`src/rtl/sem_pkg.sv`:
```
// Shared types and the per-command update rule for the semaphore latch bank.
// Assumes a latch is owned by at most one side and that a side never
// has a queued request on a latch it already owns.
package sem_pkg;

    typedef enum logic [1:0] {
        OWN_NONE  = 2'd0,
        OWN_LEFT  = 2'd1,
        OWN_RIGHT = 2'd2
    } sem_owner_e;

    typedef struct packed {
        sem_owner_e owner;
        logic       pend_l;
        logic       pend_r;
    } sem_state_t;

    // Apply one write command from one side to a latch state.
    function automatic sem_state_t sem_apply(sem_state_t s, logic from_right, logic bit_val);
        sem_state_t nx;
        sem_owner_e me;
        sem_owner_e other;
        logic       other_pend;
        nx         = s;
        me         = from_right ? OWN_RIGHT : OWN_LEFT;
        other      = from_right ? OWN_LEFT  : OWN_RIGHT;
        other_pend = from_right ? s.pend_l  : s.pend_r;
        if (!bit_val) begin
            if (s.owner == OWN_NONE) begin
                nx.owner = me;
            end else if (s.owner != me) begin
                if (from_right) nx.pend_r = 1'b1;
                else            nx.pend_l = 1'b1;
            end
        end else begin
            if (s.owner == me) begin
                if (other_pend) begin
                    nx.owner = other;
                    if (from_right) nx.pend_l = 1'b0;
                    else            nx.pend_r = 1'b0;
                end else begin
                    nx.owner = OWN_NONE;
                end
            end else begin
                if (from_right) nx.pend_r = 1'b0;
                else            nx.pend_l = 1'b0;
            end
        end
        return nx;
    endfunction

endpackage

```
`src/rtl/sem_port_decode.sv`:
```
// Per-port command decoder.
// Qualifies the port's strobes into legal read and write pulses and produces
// a one-hot write hit per latch. An access with select and memory enable
// both high is illegal and yields no pulse. Assumes N_SEM == 2**SEL_W.
module sem_port_decode #(
    parameter int N_SEM = 8,
    parameter int SEL_W = 3
) (
    input  logic             sel,
    input  logic             mem_en,
    input  logic             wr,
    input  logic [SEL_W-1:0] addr_lo,
    output logic             wr_go,
    output logic             rd_go,
    output logic [SEL_W-1:0] idx,
    output logic [N_SEM-1:0] wr_hit
);

    logic legal;

    // Legal semaphore access: select active, memory enable inactive.
    assign legal = sel && !mem_en;
    assign wr_go = legal && wr;
    assign rd_go = legal && !wr;
    assign idx   = addr_lo;

    // One-hot write hit, one comparator per latch.
    for (genvar g = 0; g < N_SEM; g++) begin : g_hit
        assign wr_hit[g] = wr_go && (addr_lo == SEL_W'(g));
    end

endmodule

```
`src/rtl/sem_latch_cell.sv`:
```
// One semaphore latch: owner and per-side queued request.
// Same-cycle writes from both sides are applied left first, then right.
// That order gives the left side a tie on a free latch and turns a
// release racing a request into an immediate hand-over.
module sem_latch_cell
    import sem_pkg::*;
(
    input  logic clk,
    input  logic rst_n,
    input  logic wr_l,
    input  logic bit_l,
    input  logic wr_r,
    input  logic bit_r,
    output logic own_l,
    output logic own_r,
    output logic pend_l,
    output logic pend_r
);

    sem_state_t state_q;
    sem_state_t state_d;

    // Next-state: left command, then right command.
    always_comb begin
        state_d = state_q;
        if (wr_l) state_d = sem_apply(state_d, 1'b0, bit_l);
        if (wr_r) state_d = sem_apply(state_d, 1'b1, bit_r);
    end

    // State register, free with no requests after reset.
    always_ff @(posedge clk) begin
        if (!rst_n) state_q <= '{owner: OWN_NONE, pend_l: 1'b0, pend_r: 1'b0};
        else        state_q <= state_d;
    end

    assign own_l  = (state_q.owner == OWN_LEFT);
    assign own_r  = (state_q.owner == OWN_RIGHT);
    assign pend_l = state_q.pend_l;
    assign pend_r = state_q.pend_r;

endmodule

```
`src/rtl/sem_read_reg.sv`:
```
// Per-port read output register.
// On a legal read it captures the port's view of the addressed latch
// (0 = held by this port), replicated across the data width. Otherwise
// it holds its value.
module sem_read_reg #(
    parameter int N_SEM  = 8,
    parameter int SEL_W  = 3,
    parameter int DATA_W = 9
) (
    input  logic              clk,
    input  logic              rst_n,
    input  logic              rd_go,
    input  logic [SEL_W-1:0]  idx,
    input  logic [N_SEM-1:0]  held,
    output logic [DATA_W-1:0] dout
);

    // Capture the pre-edge latch view on a read, otherwise hold.
    always_ff @(posedge clk) begin
        if (!rst_n)     dout <= '1;
        else if (rd_go) dout <= {DATA_W{~held[idx]}};
    end

endmodule

```
`src/rtl/sem_latch_bank.sv`:
```
// Top of the two-port semaphore latch bank.
// Two port decoders feed N_SEM latch cells. Each port has its own
// registered read path. Address bits above the latch index and data bits
// above bit 0 are ignored by design.
module sem_latch_bank #(
    parameter int N_SEM  = 8,
    parameter int ADDR_W = 12,
    parameter int DATA_W = 9
) (
    input  logic              clk,
    input  logic              rst_n,
    input  logic              l_sel,
    input  logic              l_mem_en,
    input  logic              l_wr,
    input  logic [ADDR_W-1:0] l_addr,
    input  logic [DATA_W-1:0] l_din,
    output logic [DATA_W-1:0] l_dout,
    input  logic              r_sel,
    input  logic              r_mem_en,
    input  logic              r_wr,
    input  logic [ADDR_W-1:0] r_addr,
    input  logic [DATA_W-1:0] r_din,
    output logic [DATA_W-1:0] r_dout
);

    localparam int SEL_W = $clog2(N_SEM);

    logic             wr_go_l, rd_go_l, wr_go_r, rd_go_r;
    logic [SEL_W-1:0] idx_l, idx_r;
    logic [N_SEM-1:0] hit_l, hit_r;
    logic [N_SEM-1:0] own_l, own_r, pend_l, pend_r;
    logic             bit_l, bit_r;
    logic             unused_bits;

    assign bit_l = l_din[0];
    assign bit_r = r_din[0];

    // Ignored upper address and data bits.
    assign unused_bits = ^{l_addr[ADDR_W-1:SEL_W], r_addr[ADDR_W-1:SEL_W],
                           l_din[DATA_W-1:1], r_din[DATA_W-1:1]};

    sem_port_decode #(.N_SEM(N_SEM), .SEL_W(SEL_W)) u_dec_l (
        .sel(l_sel), .mem_en(l_mem_en), .wr(l_wr), .addr_lo(l_addr[SEL_W-1:0]),
        .wr_go(wr_go_l), .rd_go(rd_go_l), .idx(idx_l), .wr_hit(hit_l)
    );

    sem_port_decode #(.N_SEM(N_SEM), .SEL_W(SEL_W)) u_dec_r (
        .sel(r_sel), .mem_en(r_mem_en), .wr(r_wr), .addr_lo(r_addr[SEL_W-1:0]),
        .wr_go(wr_go_r), .rd_go(rd_go_r), .idx(idx_r), .wr_hit(hit_r)
    );

    for (genvar g = 0; g < N_SEM; g++) begin : g_cell
        sem_latch_cell u_cell (
            .clk(clk), .rst_n(rst_n),
            .wr_l(hit_l[g]), .bit_l(bit_l),
            .wr_r(hit_r[g]), .bit_r(bit_r),
            .own_l(own_l[g]), .own_r(own_r[g]),
            .pend_l(pend_l[g]), .pend_r(pend_r[g])
        );
    end

    sem_read_reg #(.N_SEM(N_SEM), .SEL_W(SEL_W), .DATA_W(DATA_W)) u_rd_l (
        .clk(clk), .rst_n(rst_n), .rd_go(rd_go_l), .idx(idx_l),
        .held(own_l), .dout(l_dout)
    );

    sem_read_reg #(.N_SEM(N_SEM), .SEL_W(SEL_W), .DATA_W(DATA_W)) u_rd_r (
        .clk(clk), .rst_n(rst_n), .rd_go(rd_go_r), .idx(idx_r),
        .held(own_r), .dout(r_dout)
    );

endmodule

```
`config.mk`:
```
export PLATFORM = sky130hd
export DESIGN_NAME = sem_latch_bank
export DESIGN_NICKNAME = d
export VERILOG_FILES = /design/src/rtl/sem_pkg.sv /design/src/rtl/sem_port_decode.sv /design/src/rtl/sem_latch_cell.sv /design/src/rtl/sem_read_reg.sv /design/src/rtl/sem_latch_bank.sv
export SDC_FILE = /design/constraint.sdc
export NUM_CORES = 1
export LEC_CHECK = 0
export BUFFER_PORTS_ARGS = -buffer_cell sky130_fd_sc_hd__buf_4
export CELL_PAD_IN_SITES_DETAIL_PLACEMENT = 1
export CELL_PAD_IN_SITES_GLOBAL_PLACEMENT = 1
export CORE_MARGIN = 3
export CORE_UTILIZATION = 39
export DETAILED_ROUTE_END_ITERATION = 10
export PLACE_DENSITY = 0.87
export SLEW_MARGIN = 20
export SYNTH_ARGS = -nofsm -noshare
export SYNTH_HDL_FRONTEND = slang
export SYNTH_SLANG_ARGS = --single-unit
```
`constraint.sdc`:
```
create_clock -name clk -period 1.6 [get_ports clk]
set_input_delay 0.08 -clock clk [delete_from_list [all_inputs] [get_ports clk]]
set_output_delay 0.08 -clock clk [all_outputs]
set_load 0.005 [all_outputs]
```
# ---- After elaboration in Yosys (flattened, before gate mapping)
# Index checks and enable logic that the tools add are counted.
dict set report totals {
  ff_bits 34
  input_bits 50
  out_inout_bits 18
  elab_cells 276
}
dict set report classes {
  muxes 148
  bitwise 2
  reduce_logical 44
  n_lt_le_gt_ge 2
  n_eq_ne 54
}
# op n
set op_table {}
lappend op_table {{$mux 2} 48}
lappend op_table {{$mux 4} 24}
lappend op_table {{$mux 1} 66}
lappend op_table {{$eq 2x2->1 const B} 16}
lappend op_table {{$logic_not 2->1} 16}
lappend op_table {{$eq 3x3->1 const B} 8}
lappend op_table {{$mux 3} 8}
lappend op_table {{$logic_and 1x1->1} 22}
lappend op_table {{$eq 2x1->1 const B} 8}
lappend op_table {{$ne 2x1->1 const B} 8}
lappend op_table {{$ne 2x2->1 const B} 8}
lappend op_table {{$eq 3x2->1 const B} 4}
lappend op_table {{$lt 3x4->1 const B} 2}
lappend op_table {{$bmux 1 s3} 2}
lappend op_table {{$eq 3x1->1 const B} 2}
lappend op_table {{$logic_not 3->1} 2}
lappend op_table {{$logic_not 1->1} 4}
lappend op_table {{$not 1->1} 2}

# ---- Longest topological paths before layout
dict set report logic_depth {
  word_depth 10
  ltp_mapped 6
  ltp_nobuf 4
}

# ---- Cells and area by module
# Synthesis repeated with hierarchy kept, for this count alone.
dict set report hier_totals {
  hier_cells 296
  hier_area_um2 2557.5
}
# mod area_each_um2 seq_area_each_um2 instances cells_each
set modules_own_cells {}
lappend modules_own_cells {sem_latch_cell 249.0 80.1 8 28}
lappend modules_own_cells {sem_read_reg 163.9 20.0 2 17}
lappend modules_own_cells {sem_port_decode 118.9 0.0 2 19}

# ---- Worst setup path before layout
# No wires, ideal clock.
dict set report synth_path {
  kind {input to register}
  from {input port l_addr[1]}
  to {register g_cell[0].u_cell.state_q, in the netlist g_cell[0].u_cell.pend_l}
  setup_slack_ns 0.220
  arrival_time_ns 1.264
  stages 5
  path_buffers 1
  setup_ns 0.115
  required_time_ns 1.485
  path_cell_list {buf_2 > or2_2 > o41ai_1 > nand3_1 > o21ba_2}
}
dict set report synth_between {
  elab_chain_cells 7
}
# element line
set synth_lines {}
lappend synth_lines {{start: declaration} sem_latch_bank.sv:15} ;# input logic [ADDR_W-1:0] l_addr,
lappend synth_lines {{$logic_not 3->1 (*)} sem_port_decode.sv:29} ;# assign wr_hit[g] = wr_go && (addr_lo == SEL_W'(g));
lappend synth_lines {{$logic_and 1x1->1 (*)} sem_port_decode.sv:29}
lappend synth_lines {{$mux 4 (*)} sem_latch_cell.sv:26} ;# if (wr_l) state_d = sem_apply(state_d, 1'b0, bit_l);
lappend synth_lines {{$eq 2x2->1} sem_pkg.sv:36} ;# if (s.owner == me) begin
lappend synth_lines {{$mux 2} sem_pkg.sv:36}
lappend synth_lines {{$mux 4} sem_pkg.sv:28} ;# if (!bit_val) begin
lappend synth_lines {{$mux 4 (*)} sem_latch_cell.sv:27} ;# if (wr_r) state_d = sem_apply(state_d, 1'b1, bit_r);
lappend synth_lines {{end signal: assignment} sem_latch_cell.sv:32} ;# if (!rst_n) state_q <= '{owner: OWN_NONE, pend_l: 1'b0, pend_r: 1'b0};
lappend synth_lines {{end signal: assignment} sem_latch_cell.sv:33} ;# else state_q <= state_d;
lappend synth_lines {{end: declaration} sem_latch_cell.sv:20} ;# sem_state_t state_q;
# Every way passes the cells marked *; elsewhere a longest branch is shown, timed or not.
# A chain may end at the register's enable or synchronous reset.

# ---- Worst setup path after layout
dict set report layout_path {
  from {register g_cell[1].u_cell.state_q[3] in the netlist's numbering}
  to {register g_cell[1].u_cell.state_q, in the netlist g_cell[1].u_cell.pend_l}
}
dict set report layout_between {
  elab_chain_cells 8
  word_cells_on_any_way 14
  cone_classes {eq/ne (3); mux (10); reduce/logical (1)}
}
# element line
set layout_lines {}
lappend layout_lines {{start: declaration} sem_latch_cell.sv:20}
lappend layout_lines {{start signal: assignment} sem_latch_cell.sv:32}
lappend layout_lines {{start signal: assignment} sem_latch_cell.sv:33}
lappend layout_lines {{$eq 2x1->1, or another cell as far along} sem_pkg.sv:36}
lappend layout_lines {{$mux 2, or another cell as far along} sem_pkg.sv:36}
lappend layout_lines {{$mux 3 / $mux 1 (equally long branches)} {sem_pkg.sv:28, sem_pkg.sv:29}}
lappend layout_lines {{$mux 4 (*)} sem_latch_cell.sv:26}
lappend layout_lines {{$eq 2x2->1 / $mux 4 (equally long branches)} {sem_pkg.sv:36, sem_latch_cell.sv:26}}
lappend layout_lines {{$mux 2} sem_pkg.sv:36}
lappend layout_lines {{$mux 4} sem_pkg.sv:28}
lappend layout_lines {{$mux 4 (*)} sem_latch_cell.sv:27}
# Marked as above.

==> flow_summary.yaml <==
worst_setup_path:
  r2r_slack_ps: 90
  path_max_fanout: 4
  crit_chain: "or3b_2 > o21ai_1 > o21ai_0 > o21ba_2"
  cp_num_buf_inv: 0
  slowest_delay_ps: 460
  start_kind: "flip-flop"
  critPathTopFamily: "compound AO/OA/AOI/OAI gates"
  crit_slowest_cell: "or3b_2"
  crit_arrival_ps: 1720
  r2r_end: "g_cell[1].u_cell.pend_l"
  r2r_start: "g_cell[1].u_cell.state_q[3]"
  crit_type: "flip-flop to flip-flop"
  worstRegToRegCells: 4
  crit_required_ps: 1800
  cp_num_cells: 4
  crit_path_end_kind: "flip-flop"
global_routing:
  grt_pass1_vias: 2635
  grt_use_total_pct: 21.91
  grt_overflow: 0
  antenna_found_initial: 0
  grt_max_degree: 21
  grt_first_pass_wirelength_mm: 13.08
timing:
  period_share_pct: 94.53
  hold_violations: 0
  maxSlewHeadroom_pct: 65.87
  final-setup-viol-count: 0
  fmax_ghz: 0.6612
  worst_pin_slew_ps: 510.0
  skew_ps: 11.80
  final.setup.tns_ps: 0
  maxSlewViolCount: 0
  rsz0062_at_grt: "false"
  fin_ws_ps: 87.52
  period_minus_slack_ps: 1512
floorplan:
  dieArea_um2: 7496
  die_h_um: 86.58
  core_area_um2: 6096
  start_util_pct: 41.54
  die_w_um: 86.58
  rows: 28
  ios: 68
status:
  status: "completed"
hold_path:
  hold_depth: 3
  min_from: "l_mem_en"
  hold_end: "u_rd_l.dout[0]"
  hold_path_class: "input port to flip-flop"
power_and_ir_drop:
  power.density_nw_per_um2: 743.5
  p_leak_nw: 1.035
  ir_drop_v: 0.0004600
logic_synthesis:
  synth.net_count: 362
  synth_compound_area_share_pct: 29.40
  synth_top_family_by_area: "compound AO/OA/AOI/OAI gates"
  ys_types: 64
  synth_area_um2: 2532
  ys_warn_count: 0
  synth-simple-area-share_pct: 28.36
  ys.flop_type: "dfxtp_1"
  synth-xor-area-share_pct: 0
  synth_enable_flop_cells: 0
  seq_area_frac_synth_pct: 26.88
  synth_area_per_cell_um2: 8.117
  netlist.top_cell.by_area: "dfxtp_1"
  ys_ff_latch: 34
  synth_top_area_share_pct: 26.88
  synthTopCellsByArea: "dfxtp_1 27%, nand2b_1 4.9%, buf_4 4.7%"
  syn_inst: 312
  synthArstFlopShare_pct: 0
  synthAdderAreaFrac_pct: 0
  muxShareOfSynthArea_pct: 4.545
clock_tree:
  hold_buffers: 0
  clk_pin_slew_ps: 80
  cts_setup_buffers: 0
  cts_buffer_depth: 2
  worstSkewPairLatency_ps: 310
  cts_resized: 0
  cts_tree: "done"
  h-tree-depth: 2
  cts_root_buf: "clkbuf_8"
  cts_made_buffers: 5
  clock_sinks: 34
cells_and_area:
  drive_above_1_share_pct: 20.12
  nets: 377
  antennaDiodeCount: 0
  fillers: 732
  area_growth_pct: 13.83
  final_common_cell: "buf_4"
  layout_common_cells: "41 x buf_4, 34 x dfxtp_1, 20 x nand2b_1"
placed_design:
  dp_slack_ps: 3.623
  port_buffers: 33
  gp_congestion: 0.8306
  dp_hpwl_mm: 5.801
routing:
  dr.max_layer_used: "met4"
  wl_met1_mm: 3.469
  wl_met2_mm: 3.984
  dr.pass1.iters: 4
  routed_via_density: 6.310
  routed_wl_mm: 7.888
  wire_per_inst_um: 19.57
  post-route-drc-count: 0
  vias: 2543
  wl_met3_um: 307
  drt_iter0_drc: 154
  ant_nets: 0
run:
  cap_violations: 0
worst max-delay path by stage:
stage                                      from                      end  slack (ps)
finish              g_cell[1].u_cell.state_q[3]  g_cell[1].u_cell.pend_l          90
detailed placement                     l_mem_en  g_cell[0].u_cell.pend_l           4
floorplan                             l_addr[1]  g_cell[0].u_cell.pend_l         220
CTS                 g_cell[1].u_cell.state_q[3]  g_cell[1].u_cell.pend_l          90
global placement                       l_mem_en  g_cell[5].u_cell.pend_r          40
global route        g_cell[0].u_cell.state_q[3]  g_cell[0].u_cell.pend_l           5
where the power goes:
group	internal, mW	switching, mW	leakage, nW
combinational	0.103	0.152	0.690
sequential	0.852	0.0112	0.274
clock	0.665	0.360	0.0714
total	1.62	0.524	1.04
area by class of cell:
cell class	instances	area (um2)	share of cell area, %
clock buffer	6	82.58	2.865
clock inverter	2	60.06	2.083
inverter	16	60.06	2.083
multi-input combinational	228	1578	54.73
sequential	34	680.7	23.61
tap	75	93.84	3.255
timing repair buffer	42	327.8	11.37
state kept, by name (all words and copies together), names as in the netlist:
register               flops
g_cell.u_cell.state_q     16
g_cell.u_cell.pend_r       8
u_rd_l.dout                1
g_cell.u_cell.pend_l       8
u_rd_r.dout                1
Yosys cell counts (3+ instances only):
| cell type | count |
|---|---|
| nor2_1 | 15 |
| a21oi_1 | 12 |
| o31a_1 | 4 |
| a2111oi_0 | 3 |
| o21ai_0 | 18 |
| a31oi_1 | 3 |
| nor3_1 | 4 |
| buf_2 | 3 |
| o211ai_1 | 4 |
| clkbuf_1 | 11 |
| nor4_1 | 8 |
| inv_1 | 16 |
| and4b_1 | 3 |
| o31ai_1 | 10 |
| nand2b_1 | 20 |
| nand2_1 | 18 |
| nand4_1 | 4 |
| o311a_1 | 3 |
| and2_1 | 6 |
| o41ai_1 | 4 |
| a41oi_1 | 6 |
| nand3_1 | 14 |
| and3_1 | 4 |
| dfxtp_1 | 34 |
| buf_4 | 16 |
| a31o_2 | 3 |
| o2bb2ai_1 | 3 |
| or3b_2 | 3 |
| mux2i_1 | 7 |
| buf_6 | 3 |
cells by family after synthesis:
family                 after synthesis
AO/OA/AOI/OAI                      100
buffers and inverters               50
AND/OR/NAND/NOR                    119
multiplexers                         9
flip-flops                          34
metrics by stage:
step           cell area, um2  total power, mW  util [%]  instances  hold WS (ps)
2_1_floorplan            2532            1.037         -        312         273.6
5_1_grt                  2883            2.211     47.29        403         128.1
6_report                 2883            2.143     47.29        403         111.9
3_5_place_dp             2740            1.134     44.95        395         430.9
4_1_cts                  2883            2.144     47.29        403         113.5
3_3_place_gp             2740            1.126     44.95        395         412.4
worst register-to-register path, delay by kind of cell (launching register included):
family | cells | cell delay (ps)
AND/OR/NAND/NOR | 1 | 460
AO/OA/AOI/OAI | 3 | 610
flip-flops | 1 | 340
routing by layer:
metal  GRT usage [%]  vias up
met5               0        -
met2           38.25       53
met4           7.932        0
met1           27.30     1265
met3           3.137       15
li1                -     1210
No activity file was read; power rests on OpenSTA's default activity.
